===== src/rtl/gf16_pkg.sv =====
// Shared field definitions for the GF(16) evaluator.
// Assumes polynomial basis with a fixed reduction polynomial of degree 4.
package gf16_pkg;
    localparam int SYM_W = 4;
    localparam logic [SYM_W:0] FIELD_POLY = 5'h13;
    typedef logic [SYM_W-1:0] gf_sym_t;
endpackage


===== src/rtl/gf16_mul.sv =====
// Combinational GF(2^W) multiplier in polynomial basis.
// Builds a·x^i for each bit i of b by repeated reduced shifts, then XORs the
// terms selected by b. Assumes POLY holds the full reduction polynomial,
// including its leading bit.
module gf16_mul #(
    parameter int W = 4,
    parameter logic [W:0] POLY = 5'h13
) (
    input  logic [W-1:0] a,
    input  logic [W-1:0] b,
    output logic [W-1:0] p
);
    logic [W-1:0] a_pow [W];
    logic [W-1:0] part  [W];

    assign a_pow[0] = a;
    assign part[0]  = b[0] ? a : '0;

    for (genvar i = 1; i < W; i++) begin : g_term
        // multiply the previous power by x and reduce
        assign a_pow[i] = {a_pow[i-1][W-2:0], 1'b0}
                        ^ (a_pow[i-1][W-1] ? POLY[W-1:0] : '0);
        // accumulate the selected term
        assign part[i] = part[i-1] ^ (b[i] ? a_pow[i] : '0);
    end

    assign p = part[W-1];
endmodule


===== src/rtl/gf16_pipe_reg.sv =====
// Enable-loaded pipeline register with no reset, used for data that only
// matters while its companion valid flag is set.
module gf16_pipe_reg #(
    parameter int W = 4
) (
    input  logic         clk,
    input  logic         en,
    input  logic [W-1:0] d,
    output logic [W-1:0] q
);
    // capture data only for accepted evaluations
    always_ff @(posedge clk) begin
        if (en) q <= d;
    end
endmodule


===== src/rtl/gf16_horner_step.sv =====
// One Horner step: acc_q <= acc_in·x_in XOR q_in, plus its valid flag.
// The data register loads only when vld_in is set; synchronous active-low
// reset clears only the valid flag.
module gf16_horner_step
    import gf16_pkg::*;
(
    input  logic    clk,
    input  logic    rst_n,
    input  logic    vld_in,
    input  gf_sym_t acc_in,
    input  gf_sym_t x_in,
    input  gf_sym_t q_in,
    output logic    vld_q,
    output gf_sym_t acc_q
);
    gf_sym_t prod;
    gf_sym_t sum;

    gf16_mul #(.W(SYM_W), .POLY(FIELD_POLY)) u_mul (
        .a (acc_in),
        .b (x_in),
        .p (prod)
    );

    assign sum = prod ^ q_in;

    // valid flag follows the upstream flag, cleared by reset
    always_ff @(posedge clk) begin
        if (!rst_n) vld_q <= 1'b0;
        else        vld_q <= vld_in;
    end

    // partial sum register, loaded for accepted evaluations only
    always_ff @(posedge clk) begin
        if (vld_in) acc_q <= sum;
    end
endmodule


===== src/rtl/gf16_horner_eval.sv =====
// Fully pipelined GF(16) polynomial evaluator using Horner's rule.
// Stage k consumes one coefficient, working from coefficient DEGREE-1 down
// to 0; coefficient DEGREE seeds the accumulator. Every stage registers
// its partial sum, its copy of x and the coefficients still to be used,
// so one evaluation is accepted per clock and leaves DEGREE cycles later.
// Assumes DEGREE >= 2.
module gf16_horner_eval
    import gf16_pkg::*;
#(
    parameter int DEGREE = 14,
    localparam int COEF_W = (DEGREE + 1) * SYM_W
) (
    input  logic              clk,
    input  logic              rst_n,
    input  logic              in_valid,
    input  logic [SYM_W-1:0]  x_in,
    input  logic [COEF_W-1:0] coef_in,
    output logic [SYM_W-1:0]  result,
    output logic              result_valid
);
    // bit offset of stage k's remaining-coefficient slice in rem_bus
    function automatic int rem_off(input int k);
        return SYM_W * (k * (DEGREE - 1) - (k * (k - 1)) / 2);
    endfunction

    localparam int REM_BUS_W = rem_off(DEGREE - 1);

    wire  [DEGREE-1:0]    stage_vld;
    gf_sym_t              stage_acc [DEGREE];
    gf_sym_t              stage_x   [DEGREE-1];
    wire  [REM_BUS_W-1:0] rem_bus;

    for (genvar k = 0; k < DEGREE; k++) begin : g_stage
        localparam int SRC_W = (DEGREE - k) * SYM_W;

        logic [SRC_W-1:0] rem_src;
        gf_sym_t          acc_src;
        gf_sym_t          x_src;
        logic             vld_src;

        if (k == 0) begin : g_head
            assign rem_src = coef_in[SRC_W-1:0];
            assign acc_src = coef_in[COEF_W-1 -: SYM_W];
            assign x_src   = x_in;
            assign vld_src = in_valid;
        end else begin : g_body
            assign rem_src = rem_bus[rem_off(k-1) +: SRC_W];
            assign acc_src = stage_acc[k-1];
            assign x_src   = stage_x[k-1];
            assign vld_src = stage_vld[k-1];
        end

        gf16_horner_step u_step (
            .clk    (clk),
            .rst_n  (rst_n),
            .vld_in (vld_src),
            .acc_in (acc_src),
            .x_in   (x_src),
            .q_in   (rem_src[SRC_W-1 -: SYM_W]),
            .vld_q  (stage_vld[k]),
            .acc_q  (stage_acc[k])
        );

        if (k < DEGREE - 1) begin : g_carry
            localparam int NEXT_W = (DEGREE - 1 - k) * SYM_W;

            gf16_pipe_reg #(.W(SYM_W)) u_x (
                .clk (clk),
                .en  (vld_src),
                .d   (x_src),
                .q   (stage_x[k])
            );

            gf16_pipe_reg #(.W(NEXT_W)) u_rem (
                .clk (clk),
                .en  (vld_src),
                .d   (rem_src[NEXT_W-1:0]),
                .q   (rem_bus[rem_off(k) +: NEXT_W])
            );
        end
    end

    assign result       = stage_acc[DEGREE-1];
    assign result_valid = stage_vld[DEGREE-1];
endmodule


===== config.mk =====
export PLATFORM = sky130hd
export DESIGN_NAME = gf16_horner_eval
export DESIGN_NICKNAME = d
export VERILOG_FILES = /design/src/rtl/gf16_pkg.sv /design/src/rtl/gf16_mul.sv /design/src/rtl/gf16_pipe_reg.sv /design/src/rtl/gf16_horner_step.sv /design/src/rtl/gf16_horner_eval.sv
export SDC_FILE = /design/constraint.sdc
export NUM_CORES = 1
export LEC_CHECK = 0
export BUFFER_PORTS_ARGS = -buffer_cell sky130_fd_sc_hd__buf_2
export CORE_ASPECT_RATIO = 1.75
export CORE_UTILIZATION = 55
export CTS_BUF_LIST = sky130_fd_sc_hd__clkbuf_16
export DETAILED_ROUTE_END_ITERATION = 8
export GPL_TIMING_DRIVEN = 0
export PLACE_DENSITY = 0.81
export SYNTH_ARGS = -nofsm -noshare
export SYNTH_HDL_FRONTEND = slang
export SYNTH_SLANG_ARGS = --single-unit

===== constraint.sdc =====
create_clock -name clk -period 1.88 [get_ports clk]
set_input_delay 0.094 -clock clk [delete_from_list [all_inputs] [get_ports clk]]
set_output_delay 0.094 -clock clk [all_outputs]
set_load 0.01 [all_outputs]

== Yosys cells after proc, flatten, opt, wreduce, memory -nomap -nowiden ==
Index checks and enable logic that the tools add are counted.
Operators by class
  mux-type cells: 98
  bitwise operators: 98
Operator list (count)
  two-way mux 4 bit: 56
  XOR 4 bit: 56
  XOR 4 x 2 -> 4 bit: 42
  two-way mux 2 bit: 42
Word-level totals
  bits in registers: 486
  bits of input ports: 67
  output and inout port bits: 5
  logic and storage cells: 250

== Longest topological paths before layout ==
Gate-level depths: netlist of run 1.
  word-level depth: 9
  mapped depth: 6
  gate-level depth less buffers: 5

== Hierarchy ==
A second synthesis of run 1 with hierarchy kept.
Second synthesis, totals
  cell total of the unflattened synthesis: 1102
  area total of the unflattened synthesis: 18412.7 sq um
Modules (own cells, without submodules)
  gf16_mul: instances 14, cells an instance 39, area each 241.5 sq um, seq. area each 0.0 sq um
  gf16_horner_step: instances 14, cells an instance 10, area each 181.4 sq um, seq. area each 140.1 sq um
  gf16_pipe_reg at g_stage[0].g_carry.u_x ...: instances 14, cells an instance 4, area each 120.1 sq um, seq. area each 120.1 sq um
  gf16_pipe_reg at g_stage[0].g_carry.u_rem: instances 1, cells an instance 52, area each 1561.5 sq um, seq. area each 1561.5 sq um
  gf16_pipe_reg at g_stage[1].g_carry.u_rem: instances 1, cells an instance 48, area each 1441.4 sq um, seq. area each 1441.4 sq um
  gf16_pipe_reg at g_stage[2].g_carry.u_rem: instances 1, cells an instance 44, area each 1321.3 sq um, seq. area each 1321.3 sq um
  gf16_pipe_reg at g_stage[3].g_carry.u_rem: instances 1, cells an instance 40, area each 1201.2 sq um, seq. area each 1201.2 sq um
  gf16_pipe_reg at g_stage[4].g_carry.u_rem: instances 1, cells an instance 36, area each 1081.0 sq um, seq. area each 1081.0 sq um
  gf16_pipe_reg at g_stage[5].g_carry.u_rem: instances 1, cells an instance 32, area each 960.9 sq um, seq. area each 960.9 sq um
  gf16_pipe_reg at g_stage[6].g_carry.u_rem: instances 1, cells an instance 28, area each 840.8 sq um, seq. area each 840.8 sq um
  gf16_pipe_reg at g_stage[7].g_carry.u_rem: instances 1, cells an instance 24, area each 720.7 sq um, seq. area each 720.7 sq um
  gf16_pipe_reg at g_stage[8].g_carry.u_rem: instances 1, cells an instance 20, area each 600.6 sq um, seq. area each 600.6 sq um
  gf16_pipe_reg at g_stage[9].g_carry.u_rem: instances 1, cells an instance 16, area each 480.5 sq um, seq. area each 480.5 sq um
  gf16_pipe_reg at g_stage[10].g_carry.u_rem: instances 1, cells an instance 12, area each 360.3 sq um, seq. area each 360.3 sq um
  gf16_pipe_reg at g_stage[11].g_carry.u_rem: instances 1, cells an instance 8, area each 240.2 sq um, seq. area each 240.2 sq um

== Worst setup path before layout of run 1 ==
Ideal clock, no wire load.
  kind: flip-flop to flip-flop
  start: register g_stage[0].u_step.vld_q
  end: register g_stage[1].g_carry.u_rem.q[0], enable pin
  setup time: 0.418 ns
  data arrival time: 1.504 ns
  required time: 1.462 ns
  path slack: -0.043 ns
  stages on the path, launching flop included: 1
  buffers on the path: 0
  clock period less this slack: 1.923 ns
  path through: dfxtp_1
RTL lines
  start: declaration: RTL line gf16_horner_step.sv:13  | output logic vld_q,
  start signal: assignment: RTL line gf16_horner_step.sv:30  | else vld_q <= vld_in;
  end signal: assignment: RTL line gf16_pipe_reg.sv:13  | if (en) q <= d;
  end: declaration: RTL line gf16_pipe_reg.sv:9  | output logic [W-1:0] q
No word-level cell between the ends.

== Final worst setup path of run 1 ==
  start: input x_in[3]
  end: register g_stage[0].u_step.acc_q[2] (data pin)
On the way
  longest elaborated chain between the ends: 3
Ends and longest elaborated chain
  start: declaration: RTL line gf16_horner_eval.sv:16  | input logic [SYM_W-1:0] x_in,
  two-way mux 4 bit: RTL line gf16_mul.sv:24  | assign part[i] = part[i-1] ^ (b[i] ? a_pow[i] : '0);
  XOR 4 bit: RTL line gf16_mul.sv:24
  XOR 4 bit: RTL line gf16_horner_step.sv:25  | assign sum = prod ^ q_in;
  via g_stage[0].u_step.sum[2]: RTL line gf16_horner_step.sv:17  | gf_sym_t sum;
  end signal: assignment: RTL line gf16_horner_step.sv:35  | if (vld_in) acc_q <= sum;
  end: declaration: RTL line gf16_horner_step.sv:14  | output gf_sym_t acc_q
The timed path passes the listed nets, and every way through them passes these cells.
A chain may end at the register's enable or synchronous reset.

==> metrics.txt, run 1 <==
# TYPE chip_impl_metric gauge
chip_impl_info{name="outcome",value="finished clean"} 1
chip_impl_metric{name="worst_hold_path_stage_count",unit=""} 3
chip_impl_metric{name="multi_input_area",unit="sq mm"} 0.00385
chip_impl_metric{name="antenna_violating_nets_left",unit=""} 0
chip_impl_metric{name="first_global_vias",unit=""} 9423
chip_impl_metric{name="min_period_over_period",unit=""} 0.960
chip_impl_metric{name="globalplace.congestion",unit=""} 0.857
chip_impl_metric{name="n_antenna_cell",unit=""} 0
chip_impl_metric{name="finClkSkew",unit="ps"} 21.3
chip_impl_metric{name="post-synth-top-area-fraction",unit=""} 0.760
chip_impl_metric{name="fillCellCount",unit=""} 2102
chip_impl_metric{name="placedCellCount",unit=""} 1666
chip_impl_metric{name="detailedRoute.firstIterationViolations",unit=""} 404
chip_impl_info{name="largest_area_contributor_in_the_netlist",value="edfxtp_1"} 1
chip_impl_info{name="critical_path.most_common_cell",value="dlygate4sd3_1"} 1
chip_impl_metric{name="dp_slack",unit="ps"} 79.7
chip_impl_metric{name="timing.final.ws_setup",unit="ps"} 74.6
chip_impl_info{name="worst_setup_path_end_kind",value="register"} 1
chip_impl_metric{name="grt_max_degree",unit=""} 62
chip_impl_metric{name="remaining_drcs",unit=""} 0
chip_impl_metric{name="die_height",unit="um"} 246
chip_impl_metric{name="syn2layout_area_growth",unit="%"} 16.1
chip_impl_metric{name="summed_instance_area_of_the_synthesized_netlist",unit="sq mm"} 0.0187
chip_impl_info{name="setup.worst_path.class",value="input port to register"} 1
chip_impl_metric{name="critPathRequiredTime",unit="ps"} 2170
chip_impl_metric{name="ios",unit=""} 72
chip_impl_metric{name="timing.fmax",unit="MHz"} 554
chip_impl_metric{name="netlist-cell-type-count",unit=""} 25
chip_impl_info{name="rsz0062_at_grt",value="false"} 1
chip_impl_metric{name="syn-instance-count",unit=""} 1145
chip_impl_metric{name="routed_wl",unit="mm"} 29.0
chip_impl_metric{name="cts.reportedPaths.clkPinSlew",unit="ps"} 60
chip_impl_metric{name="worstSkewPairLatency",unit="ps"} 550
chip_impl_metric{name="cts-root-to-sink-buffers",unit=""} 3
chip_impl_info{name="cp_cell_sequence",value="dlygate4sd3_1 > buf_2 > nor2b_1 > a21oi_1 > nor2_1 > a211oi_2 > xnor2_1 > dlygate4sd3_1"} 1
chip_impl_metric{name="initial_core_util",unit=""} 0.563
chip_impl_info{name="regToRegStartpoint",value="g_stage[1].g_carry.u_x.q[3]"} 1
chip_impl_metric{name="fin_area",unit="sq mm"} 0.0217
chip_impl_metric{name="timing_worst_slew_pin_value",unit="ps"} 1310
chip_impl_metric{name="clock_sinks",unit=""} 486
chip_impl_metric{name="max-vdd-ir-drop",unit="V"} 0.00117
chip_impl_metric{name="synth-seq-cells",unit=""} 486
chip_impl_info{name="holdCritPathClass",value="input port to register"} 1
chip_impl_metric{name="maxCapViolations",unit=""} 0
chip_impl_metric{name="worst-r2r-cell-count",unit=""} 5
chip_impl_metric{name="final_nets",unit=""} 1387
chip_impl_info{name="worst_path_dominant_cell_family",value="buffers and inverters"} 1
chip_impl_metric{name="design.die.area",unit="sq mm"} 0.0347
chip_impl_metric{name="first_pass_grt_wire_length",unit="mm"} 46.2
chip_impl_metric{name="via_count",unit=""} 9195
chip_impl_info{name="cp-start-kind",value="input port"} 1
chip_impl_metric{name="global_route.usage.total",unit=""} 0.173
chip_impl_metric{name="syn-mean-instance-area",unit="sq um"} 16.3
chip_impl_metric{name="critPathMaxStageDelay",unit="ps"} 560
chip_impl_metric{name="finish.cell_count_without_fillers",unit=""} 1801
chip_impl_metric{name="ys_warn_count",unit=""} 0
chip_impl_info{name="cell_chosen_for_the_clock_root",value="clkbuf_16"} 1
chip_impl_metric{name="placement.cell_area",unit="sq mm"} 0.0196
chip_impl_metric{name="final.min_clock_period",unit="ps"} 1810
chip_impl_metric{name="place.detailed.hpwl",unit="mm"} 17.6
chip_impl_metric{name="dr.pass1.iters",unit=""} 5
chip_impl_metric{name="finalSetupViolCount",unit=""} 0
chip_impl_info{name="min_from",value="coef_in[53]"} 1
chip_impl_metric{name="arr_time_crit_path",unit="ps"} 2100
chip_impl_metric{name="wire_per_inst",unit="um"} 16.1
chip_impl_info{name="netlist_top_cells_area",value="edfxtp_1 76%, xnor2_1 6.9%, xor2_1 3.4%, nand2_1 3.1%, a21oi_1 1.6%"} 1
chip_impl_metric{name="crit_fanout",unit=""} 8
chip_impl_metric{name="ys_seq_area_frac",unit=""} 0.775
chip_impl_metric{name="mappedNetlistNets",unit=""} 1212
chip_impl_metric{name="postCtsSetupBuffers",unit=""} 0
chip_impl_metric{name="fin_tns_setup",unit="ps"} 0
chip_impl_metric{name="horiz_die_dim",unit="um"} 141
chip_impl_metric{name="port-buffer-count",unit=""} 69
chip_impl_metric{name="fin_hold_ws",unit="ps"} 62.2
chip_impl_info{name="cts_tree",value="done"} 1
chip_impl_metric{name="cts_made_buffers",unit=""} 41
chip_impl_metric{name="cts.htree.levels",unit=""} 2
chip_impl_metric{name="fp-row-count",unit=""} 88
chip_impl_metric{name="grt.overflow.total",unit=""} 0
chip_impl_metric{name="ff2ff_setup_slack",unit="ps"} 210
chip_impl_metric{name="timing.final.hold_violations",unit=""} 0
chip_impl_info{name="critical_path.slowest_cell",value="dlygate4sd3_1"} 1
chip_impl_metric{name="max-slew-margin-rel",unit=""} 0.126
chip_impl_metric{name="power_density",unit="mW/mm^2"} 1020
chip_impl_metric{name="path_buf_inv",unit=""} 3
chip_impl_metric{name="ff_latch_area",unit="sq mm"} 0.0145
chip_impl_info{name="worst_hold_path.endpoint",value="g_stage[0].u_step.acc_q[1]"} 1
chip_impl_info{name="terminus_of_the_critical_flop_to_flop_path",value="g_stage[2].u_step.acc_q[2]"} 1
chip_impl_metric{name="static_leakage",unit="nW"} 7.33
chip_impl_metric{name="slew_viol_final",unit=""} 0
chip_impl_metric{name="coreArea",unit="sq mm"} 0.0331
chip_impl_metric{name="drive_above_1_share",unit=""} 0.152
chip_impl_metric{name="grt_antenna_before_repair",unit=""} 0
chip_impl_metric{name="detail_route.vias_per_cell",unit=""} 5.11
## sequential cells by signal (all words and copies together), names as in the netlist
signal,cells
g_stage.g_carry.u_x.q,52
g_stage.u_step.acc_q,56
g_stage.u_step.vld_q,14
g_stage.g_carry.u_rem.q,364
## kinds of logic (layout without fill, tap and decap cells)
family / after synthesis / after routing / synth area share
simple gates: 248 / 248 / 0.0579
flops: 486 / 486 / 0.775
compound gates: 118 / 118 / 0.0385
buf+inv: 60 / 266 / 0.0188
mux: 13 / 13 / 0.00697
xor+xnor: 220 / 220 / 0.103
## synth_stat cells, drive strengths merged
master,number
a211oi,11
a21oi,61
and2,14
buf,31
clkbuf,12
dfxtp,14
edfxtp,472
inv,17
mux2i,13
nand2,153
nand2b,13
nand3,17
nor2,39
nor2b,12
o211ai,6
o21ai,28
o221ai,6
o22ai,6
xnor2,148
xor2,72
## where the power goes
group | switching [mW] | total (mW) | leakage, nW | internal [mW]
sequential | 0.164 | 12.3 | 4.45 | 12.1
clock | 3.70 | 8.91 | 0.722 | 5.21
combinational | 0.496 | 0.969 | 2.16 | 0.473
## per-stage QoR
step | power, mW | utilization
2_1_floorplan | 13.0 | -
3_3_place_gp | 13.2 | 0.590
3_5_place_dp | 13.3 | 0.592
4_1_cts | 22.3 | 0.654
5_1_grt | 22.8 | 0.654
6_report | 22.2 | 0.654
## timing repair
item                      CTS  global route
resized for setup           0             0
hold buffers               61             0
hold endpoints to repair   63             0
## cell usage in the layout (no fill, tap or decap), types with 7 or more instances in the layout
cell           Yosys  final
bufinv_16          0      8
mux2i_1           13     13
inv_1             17     24
dfxtp_2            0      7
nand2_1          153    153
xor2_1            72     72
o21ai_0           28     28
clkbuf_16          0     42
buf_2             18     87
edfxtp_1         472    472
nand2b_2          11     11
nand3_1           17     17
a211oi_2          11     11
buf_6             11     11
and2_1            14     14
dfxtp_1           14      7
nor2b_1           11     11
dlygate4sd3_1      0     61
clkbuf_2          11     11
xnor2_1          148    148
nor2_1            39     39
a21oi_1           61     61
## metal layers
layer,wire length (um),vias to the layer above,global-route usage,part of all wire
li1,-,4429,-,-
met1,9490,4476,0.151,0.33
met2,17400,216,0.364,0.60
met3,1010,74,0.0277,0.035
met4,1100,0,0.0825,0.038
met5,0,-,0,0
## cell type report
type                            instances  area share
Buffer                                 43      0.0133
Tap cell                              450      0.0260
Clock buffer                           42      0.0485
Timing Repair Buffer                  132      0.0460
Sequential cell                       486       0.667
Clock inverter                         32      0.0179
Multi-Input combinational cell        599       0.178
Inverter                               17     0.00295
## how the worst max path moves through the flow
stage | from | end | slack [ps] | cells past startpoint
after global routing | x_in[2] | g_stage[0].u_step.acc_q[2] | 40 | 8
after CTS | g_stage[5].u_step.vld_q | g_stage[6].g_carry.u_rem.q[17] | 30 | 0
after global placement | g_stage[1].u_step.vld_q | g_stage[2].g_carry.u_rem.q[40] | -260 | 0
after detailed placement | g_stage[5].u_step.vld_q | g_stage[6].g_carry.u_x.q[3] | 80 | 0
after floorplan | g_stage[1].u_step.vld_q | g_stage[2].g_carry.u_rem.q[0] | 50 | 0
final | x_in[3] | g_stage[0].u_step.acc_q[2] | 70 | 8
## worst min-delay path, stage by stage
cell	delay (ps)
buf_2	90
xor2_1	90
xnor2_1	210
Note: power is estimated with default switching activity, not from simulation.
==> run 2: changes to the inputs <==
--- a/config.mk
+++ b/config.mk
@@ -11,7 +11,7 @@
 export CTS_BUF_LIST = sky130_fd_sc_hd__clkbuf_16
 export DETAILED_ROUTE_END_ITERATION = 8
 export GPL_TIMING_DRIVEN = 0
-export PLACE_DENSITY = 0.81
+export PLACE_DENSITY = 0.72
 export SYNTH_ARGS = -nofsm -noshare
 export SYNTH_HDL_FRONTEND = slang
 export SYNTH_SLANG_ARGS = --single-unit
==> run 2 against run 1 <==
  * Global-route usage down 0.69 points
  * Combinational power decreased by 3.5%
  * Final area rose by 0.36%
  * Power decreased by 0.52%
  * Flip-flop and latch count unchanged
  * Clock skew grew 0.86 ps
  * Via count down 0.12%
  * Worst setup slack improved by 78 ps
  * Non-clock buffer count rose by 4
==> metrics.txt, run 2 (same netlist as run 1, synthesis figures left out) <==
# TYPE chip_impl_metric gauge
chip_impl_metric{name="p_seq_frac",unit=""} 0.557
chip_impl_metric{name="finalCoreUtilization",unit=""} 0.656
chip_impl_metric{name="maxCapViolations",unit=""} 0
chip_impl_metric{name="dr.pass1.iters",unit=""} 5
chip_impl_info{name="holdCritPathClass",value="input port to register"} 1
chip_impl_metric{name="ios",unit=""} 72
chip_impl_metric{name="slew_viol_final",unit=""} 0
chip_impl_metric{name="crit_fanout",unit=""} 9
chip_impl_metric{name="power.share.clock",unit=""} 0.401
chip_impl_metric{name="static_leakage",unit="nW"} 7.35
chip_impl_metric{name="comb_power_share",unit=""} 0.042
chip_impl_metric{name="cts.htree.levels",unit=""} 2
chip_impl_metric{name="via_count",unit=""} 9184
chip_impl_metric{name="global_route.usage.total",unit=""} 0.166
chip_impl_metric{name="final.min_clock_period",unit="ps"} 1730
chip_impl_metric{name="globalplace.congestion",unit=""} 0.845
chip_impl_metric{name="finClkSkew",unit="ps"} 22.1
chip_impl_metric{name="largest_reg_flops",unit=""} 364
chip_impl_info{name="cp-start-kind",value="input port"} 1
chip_impl_metric{name="wire_per_inst",unit="um"} 15.2
chip_impl_metric{name="antenna_violating_nets_left",unit=""} 0
chip_impl_metric{name="min_period_over_period",unit=""} 0.919
chip_impl_metric{name="worstSkewPairLatency",unit="ps"} 560
chip_impl_metric{name="first_global_vias",unit=""} 9540
chip_impl_metric{name="finalSetupViolCount",unit=""} 0
chip_impl_metric{name="fillCellCount",unit=""} 2191
chip_impl_metric{name="timing.final.hold_violations",unit=""} 0
chip_impl_metric{name="grt_max_degree",unit=""} 62
chip_impl_metric{name="grt.overflow.total",unit=""} 0
chip_impl_metric{name="postCtsSetupBuffers",unit=""} 0
chip_impl_metric{name="horiz_die_dim",unit="um"} 141
chip_impl_info{name="leading_cell_types_in_the_layout_fill_and_taps_excluded",value="472 x edfxtp_1, 153 x nand2_1, 148 x xnor2_1"} 1
chip_impl_metric{name="p_switching",unit="mW"} 4.39
chip_impl_info{name="rsz0062_at_grt",value="false"} 1
chip_impl_metric{name="grt_antenna_before_repair",unit=""} 0
chip_impl_metric{name="n_antenna_cell",unit=""} 0
chip_impl_info{name="layout.cells.most_common",value="edfxtp_1"} 1
chip_impl_metric{name="initial_core_util",unit=""} 0.563
chip_impl_metric{name="die_height",unit="um"} 246
chip_impl_metric{name="timing_worst_slew_pin_value",unit="ps"} 1310
chip_impl_metric{name="power_report.internal_total",unit="mW"} 17.7
chip_impl_info{name="registers.top_by_ff_count",value="g_stage.g_carry.u_rem.q"} 1
chip_impl_metric{name="fin_tns_setup",unit="ps"} 0
chip_impl_metric{name="max-vdd-ir-drop",unit="V"} 0.00111
chip_impl_metric{name="power_density",unit="mW/mm^2"} 1010
chip_impl_metric{name="cts.reportedPaths.clkPinSlew",unit="ps"} 70
chip_impl_metric{name="drive_above_1_share",unit=""} 0.155
chip_impl_metric{name="critPathRequiredTime",unit="ps"} 2190
chip_impl_metric{name="arr_time_crit_path",unit="ps"} 2030
chip_impl_metric{name="detailedRoute.firstIterationViolations",unit=""} 297
chip_impl_metric{name="fp-row-count",unit=""} 88
chip_impl_info{name="worst_setup_path_end_kind",value="register"} 1
chip_impl_info{name="largestRegisters",value="g_stage.g_carry.u_rem.q x364, g_stage.u_step.acc_q x56, g_stage.g_carry.u_x.q x52"} 1
chip_impl_metric{name="detail_route.vias_per_cell",unit=""} 5.08
chip_impl_metric{name="final_nets",unit=""} 1392
chip_impl_info{name="setup.worst_path.class",value="input port to register"} 1
chip_impl_metric{name="design.die.area",unit="sq mm"} 0.0347
chip_impl_metric{name="remaining_drcs",unit=""} 0
chip_impl_metric{name="clock_sinks",unit=""} 486
chip_impl_metric{name="first_pass_grt_wire_length",unit="mm"} 44.9
chip_impl_metric{name="max-slew-margin-rel",unit=""} 0.129
chip_impl_metric{name="cts_made_buffers",unit=""} 42
chip_impl_metric{name="routed_wl",unit="mm"} 27.5
chip_impl_metric{name="timing.fmax",unit="MHz"} 579
chip_impl_metric{name="syn2layout_area_growth",unit="%"} 16.5
chip_impl_info{name="cell_chosen_for_the_clock_root",value="clkbuf_16"} 1
chip_impl_metric{name="cts-root-to-sink-buffers",unit=""} 3
chip_impl_metric{name="coreArea",unit="sq mm"} 0.0331
chip_impl_metric{name="power.switching_fraction",unit=""} 0.199
chip_impl_info{name="cts_tree",value="done"} 1
chip_impl_info{name="outcome",value="finished clean"} 1
chip_impl_metric{name="port-buffer-count",unit=""} 69
chip_impl_metric{name="place.detailed.hpwl",unit="mm"} 17.5
==> run 2: cell count changes in the layout (fill, tap and decap cells not counted), moves of 2 or more <==
cell           before  now
clkinv_2            6   10
inv_1              24   21
dlygate4sd3_1      61   63
bufinv_16           8    6
==> run 2: worst paths after layout <==
| check | startpoint | to | slack [ps] | cells after the start |
|---|---|---|---|---|
| worst max-delay path | x_in[2] | g_stage[0].u_step.acc_q[2] | 150 | 8 |
| worst min register to register | g_stage[5].g_carry.u_rem.q[24] | g_stage[6].g_carry.u_rem.q[24] | 410 | 0 |
| worst max register to register | g_stage[0].g_carry.u_x.q[3] | g_stage[1].u_step.acc_q[2] | 190 | 5 |
| worst min-delay path | coef_in[59] | g_stage[0].u_step.acc_q[3] | 50 | 3 |
==> run 2: worst max-delay path, stage by stage <==
cell	delay, ps
dlygate4sd3_1	540
buf_2	140
buf_2	170
nand3_1	90
o21ai_0	100
a211oi_2	260
xnor2_1	90
dlygate4sd3_1	540
==> run 2: power by group through the flow <==
| stage | logic (mW) | registers, mW | clock network (mW) |
|---|---|---|---|
| floorplan | 0.570 | 12.5 | 0 |
| global placement | 0.735 | 12.5 | 0 |
| detailed placement | 0.799 | 12.5 | 0 |
| CTS | 0.911 | 12.3 | 9.07 |
| global route | 1.02 | 12.3 | 9.46 |
| finish | 0.935 | 12.3 | 8.83 |
==> run 2: layout make-up <==
class	instances	area, sq um	share of cell area
buffer	43	288	0.0132
tap	450	563	0.0259
sequential	486	14500	0.665
multi-input combinational	599	3850	0.177
inverter	17	63.8	0.00293
clock buffer	43	1080	0.0495
clock inverter	34	374	0.0172
timing repair buffer	136	1060	0.0489
==> run 2: repair_timing <==
action | CTS | global route
hold buffers | 63 | 0
resized for setup | 0 | 0
setup endpoints to repair | 0 | 0
hold endpoints to repair | 64 | 0
==> run 2: routing by layer <==
metal	share of wire	track usage	up-vias
met4	0.042	0.0892	0
met3	0.037	0.0286	84
met5	0	0	-
li1	-	-	4444
met2	0.59	0.338	210
met1	0.33	0.150	4446
==> run 2: stage by stage <==
stage                     cells  hold WS (ps)  setup WS (ps)  area, sq um  power, mW
after floorplan            1145           193           49.7        18700       13.0
after global placement     1664           270           -304        19600       13.3
after detailed placement   1668           272            206        19700       13.3
after CTS                  1808          9.77            184        21700       22.3
after global routing       1808          42.0           67.8        21700       22.8
final                      1808          45.3            153        21700       22.0
